`src/rtl/crt_timer.sv`:
```
module crt_timer #(
  parameter int SYNC_STAGES = 2
) (
  input  logic       clk,
  input  logic       rst_n,
  input  logic       tick_i,
  input  logic       cnt_in,
  input  logic       trig_in,
  input  logic       t1_ovf_i,
  input  logic [2:0] addr,
  input  logic       wr_en,
  input  logic [7:0] wdata,
  output logic [7:0] rdata,
  output logic       irq,
  output logic       baud_ovf,
  output logic       rx_clk,
  output logic       tx_clk
);
  localparam logic [2:0] A_CTL = 3'd0, A_CLO = 3'd1, A_CHI = 3'd2, A_RLO = 3'd3, A_RHI = 3'd4;
  localparam int TOP = SYNC_STAGES - 1;

  logic [SYNC_STAGES-1:0] c_sync, t_sync;
  logic c_prev, t_prev;
  logic [7:0]  ctl;
  logic [15:0] count, hold;
  logic        pulse_q;

  always_ff @(posedge clk or negedge rst_n) begin
    if (!rst_n) begin
      c_sync <= '0;
      t_sync <= '0;
      c_prev <= 1'b0;
      t_prev <= 1'b0;
    end else begin
      c_sync <= {c_sync[TOP-1:0], cnt_in};
      t_sync <= {t_sync[TOP-1:0], trig_in};
      c_prev <= c_sync[TOP];
      t_prev <= t_sync[TOP];
    end
  end

  wire c_fall   = c_prev & ~c_sync[TOP];
  wire t_fall   = t_prev & ~t_sync[TOP];
  wire run      = ctl[2];
  wire cap_mode = ctl[0];
  wire baud     = ctl[5] | ctl[4];
  wire inc      = run & (ctl[1] ? c_fall : tick_i);
  wire ovf      = inc & (count == 16'hFFFF);
  wire trig_evt = run & ctl[3] & ~baud & t_fall;
  wire do_load  = (ovf & (baud | ~cap_mode)) | (trig_evt & ~cap_mode);
  wire do_cap   = trig_evt & cap_mode;

  wire wr_ctl = wr_en & (addr == A_CTL);
  wire wr_clo = wr_en & (addr == A_CLO);
  wire wr_chi = wr_en & (addr == A_CHI);
  wire wr_rlo = wr_en & (addr == A_RLO);
  wire wr_rhi = wr_en & (addr == A_RHI);

  logic [15:0] count_hw, hold_hw;
  logic [7:0]  ctl_hw;

  always_comb begin
    count_hw = count;
    if (do_load)  count_hw = hold;
    else if (inc) count_hw = count + 16'd1;
    hold_hw = do_cap ? count : hold;
    ctl_hw  = ctl;
    if (ovf & ~baud) ctl_hw[7] = 1'b1;
    if (trig_evt)    ctl_hw[6] = 1'b1;
  end

  always_ff @(posedge clk or negedge rst_n) begin
    if (!rst_n) begin
      ctl     <= '0;
      count   <= '0;
      hold    <= '0;
      pulse_q <= 1'b0;
    end else begin
      ctl         <= wr_ctl ? wdata : ctl_hw;
      count[7:0]  <= wr_clo ? wdata : count_hw[7:0];
      count[15:8] <= wr_chi ? wdata : count_hw[15:8];
      hold[7:0]   <= wr_rlo ? wdata : hold_hw[7:0];
      hold[15:8]  <= wr_rhi ? wdata : hold_hw[15:8];
      pulse_q     <= ovf & baud;
    end
  end

  always_comb begin
    case (addr)
      A_CTL:   rdata = ctl;
      A_CLO:   rdata = count[7:0];
      A_CHI:   rdata = count[15:8];
      A_RLO:   rdata = hold[7:0];
      A_RHI:   rdata = hold[15:8];
      default: rdata = 8'h00;
    endcase
  end

  assign irq      = ctl[7] | ctl[6];
  assign baud_ovf = pulse_q;
  assign rx_clk   = ctl[5] ? pulse_q : t1_ovf_i;
  assign tx_clk   = ctl[4] ? pulse_q : t1_ovf_i;

  wire wr_cnt = wr_clo | wr_chi;

  AST_RELOAD_ON_WRAP: assert property (@(posedge clk) disable iff (!rst_n)
    (ovf && (baud || !cap_mode) && !wr_cnt) |=> count == $past(hold));
  AST_BAUD_NO_OVF_FLAG: assert property (@(posedge clk) disable iff (!rst_n)
    (baud && !ctl[7] && !wr_ctl) |=> !ctl[7]);
  AST_TRIG_OFF_NO_FLAG: assert property (@(posedge clk) disable iff (!rst_n)
    (!ctl[3] && !ctl[6] && !wr_ctl) |=> !ctl[6]);
  AST_STOPPED_HOLDS: assert property (@(posedge clk) disable iff (!rst_n)
    (!run && !wr_cnt) |=> $stable(count));
  AST_PULSE_ONE_CYCLE: assert property (@(posedge clk) disable iff (!rst_n)
    baud_ovf |=> !baud_ovf || $past(ovf));
endmodule

```
`config.mk`:
```
export PLATFORM = sky130hd
export DESIGN_NAME = crt_timer
export DESIGN_NICKNAME = d
export VERILOG_FILES = /design/src/rtl/crt_timer.sv
export SDC_FILE = /design/constraint.sdc
export NUM_CORES = 1
export LEC_CHECK = 0
export ABC_AREA = 1
export CORE_UTILIZATION = 45
export CTS_BUF_LIST = sky130_fd_sc_hd__clkbuf_4 sky130_fd_sc_hd__clkbuf_8
export CTS_CLUSTER_SIZE = 28
export DETAILED_ROUTE_END_ITERATION = 16
export GPL_TIMING_DRIVEN = 0
export PLACE_DENSITY = 0.65
export REMOVE_ABC_BUFFERS = 1
export SYNTH_ARGS = -nofsm -noshare
export SYNTH_HDL_FRONTEND = slang
export SYNTH_SLANG_ARGS = --single-unit
```
`constraint.sdc`:
```
create_clock -name clk -period 2.6 [get_ports clk]
set_clock_uncertainty 0.1 [all_clocks]
set_input_delay 0.78 -clock clk [delete_from_list [all_inputs] [get_ports clk]]
set_output_delay 0.78 -clock clk [all_outputs]
set_load 0.05 [all_outputs]
```
==> impl_metrics.tcl, run 1 <==
set metrics [dict create \
    synth_fa_ha_area_share_pct 0.406 \
    drcViolationCount 2 \
    yosys-top-cells-area "dfrtp_1, nand2_1, inv_1" \
    crit_path_max_incr_delay_ps 200 \
    dr.pass1.iters 13 \
    clkTransAtPathRegs_ps 90 \
    die_w_um 84.8 \
    grt_max_degree 27 \
    cp-start-kind "primary input" \
    worstPathRequired_ps 1720 \
    dpl-instance-area_um2 3420 \
    ys_types 34 \
    muxShareOfSynthArea_pct 0.365 \
    gp_congestion 0.930 \
    rsz0062_at_grt "yes" \
    drtIter0Drc 245 \
    syn_area_per_cell_um2 7.10 \
    layout.cells.non_filler 546 \
    routedWlPerCell_um 16.7 \
    power.leakage_nw 1.83 \
    vdd_drop_max_uv 431 \
    synth_simple_gate_area_share_pct 34.3 \
    p_sw_mw 1.30 \
    design.die.area_um2 7180 \
    via_per_inst 5.56 \
    pre_cts_slack_ps -1350 \
    ys.flop_type "dfrtp_1" \
    power.total_mw 3.00 \
    pwr-share-seq_pct 40.7 \
    synth_edf_count 0 \
    vias 3035 \
    hp-class "reg2reg" \
    max_slew_margin_pct 57.9 \
    post-route-util_pct 57.1 \
    totalWireLength_um 9130 \
    comb_power_share_pct 40.6 \
    drive_above_1_share_pct 18.3 \
    hold_viol_final 0 \
    clock_latency_ps 300 \
    cts_max_path_buffers 2 \
    htreeDepth 2 \
    yosysMostFrequentCell "nand2_1" \
    io_buffers 29 \
    violations "DRC, setup timing" \
    pwr-share-clk_pct 18.8 \
    start_util_pct 47.4 \
    design_area_um2 3710 \
    cts-root-buf "clkbuf_8" \
    synth_seq_area_share_pct 38.2 \
    synthTopCellsByCount "nand2_1, inv_1, nand3_1" \
    syn2layout_area_growth_pct 20.4 \
    io_pins 30 \
    post-dp-hpwl_um 6550 \
    setup_slack_ps -37.7 \
    setup_violations 5 \
    yosysWarnings 0 \
    grt_antenna_before_repair 0 \
    syn_inst 434 \
    crit_slowest_cell "a221oi_2" \
    period_minus_slack_ps 2640 \
    grt_pass1_vias 2894 \
    crit_type "in2out" \
    gr-usage-all-layers_pct 27.2 \
    drv_cap 0 \
    rows 29 \
    syn_area_um2 3080 \
    critPathMaxFanout 8 \
    fin_crit_sh_pct 101 \
    end_kind "primary output" \
    cts_hold_buf 0 \
    slew_viol_final 0 \
    design.core.area_um2 6490 \
    finalNetCount 487 \
    max_freq_mhz 379 \
    status "finished, violations left" \
    synth_xor_area_share_pct 2.84 \
    place_inst 533 \
    grt_pass1_wl_um 14900 \
    synth_area_leader_cell "dfrtp_1" \
    p_per_area_nw_per_um2 808 \
    antenna_cells 0 \
    cts_buffers 5 \
    clock-sinks 47 \
    synth_top_family_by_area "simple AND/OR/NAND/NOR gates" \
    ys_ff_latch 47 \
    p_sw_share_pct 43.4 \
    synth_compound_area_share_pct 13.4 \
    cp_cell_sequence "buf_8 > inv_2 > nand2_2 > clkinv_4 > buf_4 > a221oi_2 > nand2_1 > buf_6" \
    die_h_um 84.8 \
    arrival_ps 1760 \
    setup_tns_ps -109 \
    async_reset_ff_share_pct 100 \
    timing.hold.ws_ps 263 \
    tightest_slew_ps 630 \
    drtAntennaViolNets 0 \
    cts_tree "yes" \
    grt_overflow 0 \
    p_int_mw 1.70 \
    yosys.area.top_type_share_pct 38.2 \
]
==> cell families after synthesis <==
| group | count (synthesis) |
|---|---|
| AND/OR/NAND/NOR | 228 |
| buffers and inverters | 78 |
| AO/OA/AOI/OAI | 69 |
| flip-flops | 47 |
| XOR/XNOR | 10 |
| multiplexers | 1 |
| adder cells (fa/ha/maj) | 1 |
==> area by class of cell <==
class / count / area (um2)
Tap cell: 77 / 96.3
Inverter: 70 / 275
Clock inverter: 2 / 35.0
Clock buffer: 6 / 82.6
Fill cell: 635 / 2790
Sequential cell: 47 / 1180
Multi-Input combinational cell: 309 / 1690
Timing Repair Buffer: 35 / 353
==> timing repair <==
| item | in CTS | in global routing |
|---|---|---|
| pin swaps | 8 | 6 |
| setup endpoints to repair | 25 | 29 |
| gates resized for setup | 121 | 17 |
| buffers inserted | 4 | 1 |
==> sequential cells by signal, indices dropped and copies added (netlist names) <==
name	flops
ctl	8
count	16
c_sync	2
t_prev	1
t_sync	2
c_prev	1
hold	16
baud_ovf	1
==> critical path: cells and delay by family <==
kind	cells	cell delay (ps)
compound gates	1	200
buf+inv	5	560
simple gates	2	220
==> layout by cell type (no fill, tap or decap), types with 2 or more instances in the layout <==
| cell | instances |
|---|---|
| a21oi_1 | 4 |
| nand2_2 | 24 |
| nand2_1 | 122 |
| nor2_1 | 13 |
| o22ai_1 | 3 |
| inv_1 | 59 |
| nand3_4 | 2 |
| xor2_1 | 7 |
| o21ai_0 | 30 |
| o221ai_1 | 3 |
| nor2_4 | 4 |
| nor3_1 | 2 |
| o21ai_1 | 3 |
| buf_12 | 2 |
| inv_2 | 4 |
| nand4_1 | 5 |
| o211ai_1 | 11 |
| buf_4 | 10 |
| nand3_1 | 47 |
| xnor2_1 | 3 |
| buf_6 | 4 |
| dfrtp_1 | 47 |
| o221ai_2 | 3 |
| buf_8 | 2 |
| a31oi_1 | 2 |
| nand2_4 | 3 |
| o21ai_2 | 5 |
| clkinv_1 | 4 |
| clkbuf_8 | 6 |
| a21oi_2 | 3 |
| clkdlybuf4s50_1 | 15 |
==> metal layers <==
metal	vias to the layer above	wire (um)	track usage, %
met3	17	568	3.15
met1	1419	4100	38.1
met2	125	4270	43.3
met5	-	0	0
met4	0	189	10.2
li1	1474	-	-
==> power by group through the flow <==
stage | logic (mW) | clock network [mW] | registers (mW)
after floorplan | 0.847 | 0 | 1.14
after global routing | 1.36 | 0.606 | 1.25
final | 1.22 | 0.562 | 1.22
after global placement | 1.13 | 0 | 1.22
after CTS | 1.19 | 0.575 | 1.21
after detailed placement | 1.15 | 0 | 1.22
==> final timing paths <==
| check | start | to | slack (ps) | depth (start not counted) |
|---|---|---|---|---|
| worst max-delay path | addr[2] | rdata[2] | -40 | 8 |
| worst min-delay path | c_sync[0] | c_sync[1] | 260 | 0 |
| worst max register to register | count[1] | count[1] | 460 | 12 |
| worst min register to register | c_sync[0] | c_sync[1] | 260 | 0 |
| max in group asynchronous | rst_n | ctl[4] | 1530 | 2 |
| min in group asynchronous | rst_n | count[12] | 350 | 1 |
No activity file was read; power rests on OpenSTA's default activity.
==> run 2: changes to the inputs <==
Settings changed: CORE_MARGIN set to 2.
==> impl_metrics.tcl, run 2 (synthesis results as in run 1) <==
set metrics [dict create \
    cp-start-kind "primary input" \
    violations "setup timing" \
    rows 30 \
    grt_pass1_wl_um 15100 \
    grt_antenna_before_repair 0 \
    fillers 649 \
    die_w_um 86.8 \
    clock-sinks 47 \
    rsz0062_at_grt "yes" \
    finalNetCount 491 \
    hold_viol_final 0 \
    cts_buffers 5 \
    clock_latency_ps 310 \
    totalWireLength_um 9780 \
    multi_input_comb_area_um2 1750 \
    design.die.area_um2 7530 \
    die_h_um 86.8 \
    crit_type "in2out" \
    drcViolationCount 0 \
    pwr-share-seq_pct 39.9 \
    clkTransAtPathRegs_ps 100 \
    antenna_cells 0 \
    hp-class "reg2reg" \
    slew_viol_final 0 \
    tightest_slew_ps 710 \
    grt_overflow 0 \
    design.core.area_um2 6720 \
    comb_power_share_pct 41.3 \
    cts-root-buf "clkbuf_8" \
    drv_cap 0 \
    routedWlPerCell_um 17.7 \
    power.leakage_nw 1.88 \
    vias 3101 \
    p_sw_share_pct 44.6 \
    wl_met1_um 4340 \
    gp_congestion 0.956 \
    p_per_area_nw_per_um2 801 \
    route.met2.wl_um 4570 \
    arrival_ps 1840 \
    via_per_inst 5.61 \
    p_sw_mw 1.37 \
    status "finished, violations left" \
    wl_met3_um 612 \
    worstPathRequired_ps 1720 \
    final_cell_mix "nand2_1, inv_1, nand3_1" \
    drtIter0Drc 309 \
    vdd_drop_max_uv 389 \
    critPathMaxFanout 8 \
    timing.hold.ws_ps 263 \
    cts_hold_buf 0 \
    grt_pass1_vias 2916 \
    cts_max_path_buffers 2 \
    top_regs "count (16), hold (16), ctl (8)" \
    cts_tree "yes" \
    post-dp-hpwl_um 6790 \
    seq_area_um2 1180 \
    drive_above_1_share_pct 20.3 \
    syn2layout_area_growth_pct 24.6 \
    grt_max_degree 26 \
    period_minus_slack_ps 2720 \
    pre_cts_slack_ps -1350 \
    dr.pass1.iters 6 \
    io_pins 30 \
    setup_violations 6 \
    gr-usage-all-layers_pct 26.9 \
    top_layer_used "met4" \
    htreeDepth 2 \
    fin_crit_sh_pct 104 \
    pwr-share-clk_pct 18.8 \
    start_util_pct 45.9 \
    mostFrequentLayoutCell "nand2_1" \
    io_buffers 29 \
    setup_slack_ps -117 \
    power.total_mw 3.08 \
    end_kind "primary output" \
    drtAntennaViolNets 0 \
    post-route-util_pct 57.1 \
    max_freq_mhz 368 \
    p_int_mw 1.70 \
    max_slew_margin_pct 52.6 \
]
## run 2: cell count changes in the layout (fill, tap and decap cells not counted), sizes merged
cell	delta
clkbuf	-1
inv	+1
buf	+4
## run 2: final timing paths
path	from	to	cells after the start	slack, ps
max	addr[1]	rdata[5]	10	-120
min	t_sync[0]	t_sync[1]	0	260
max reg2reg	count[1]	count[1]	12	400
min reg2reg	t_sync[0]	t_sync[1]	0	260
max in group asynchronous	rst_n	count[2]	2	1520
min in group asynchronous	rst_n	count[3]	1	350
## run 2: power by group through the flow
stage | combinational (mW) | clock (mW) | sequential, mW
after floorplan | 0.847 | 0 | 1.14
after global placement | 1.14 | 0 | 1.21
after detailed placement | 1.15 | 0 | 1.22
after CTS | 1.18 | 0.585 | 1.21
after global routing | 1.42 | 0.618 | 1.25
final | 1.27 | 0.579 | 1.23
## run 2: worst max-delay path, cell delays in order
cell and delay (ps):
buf_12 100, nor2_4 50, nand2_2 100, clkinv_4 110, buf_4 150, nand2_2 60
o21ai_2 70, a21oi_2 150, o221ai_2 110, buf_6 160
## run 2: repair_timing
action,in CTS,in global routing
resized for setup,117,40
setup buffers,5,5
pin swaps,7,11
setup endpoints to repair,26,25
## run 2: routing by layer
| metal | track usage (%) | up-vias |
|---|---|---|
| met3 | 4.86 | 31 |
| met4 | 8.95 | 0 |
| met5 | 0 | - |
| li1 | - | 1477 |
| met2 | 42.2 | 107 |
| met1 | 37.6 | 1486 |
## run 2: final cells by class
type,count,share of cell area [%]
multi-input cells,309,45.7
clock buffers,5,1.79
inverters,70,7.30
repair buffers,39,10.7
clock inverters,3,1.24
well taps,80,2.61
flip-flops and latches,47,30.6
## run 2: metrics by stage
step,cell area (um2),TNS [ps],std cells
6_report,3840,-298,553
2_1_floorplan,3020,-2220,426
5_1_grt,3840,-1810,553
3_5_place_dp,3420,-20970,536
4_1_cts,3660,-63.9,549
3_3_place_gp,3410,-60050,535
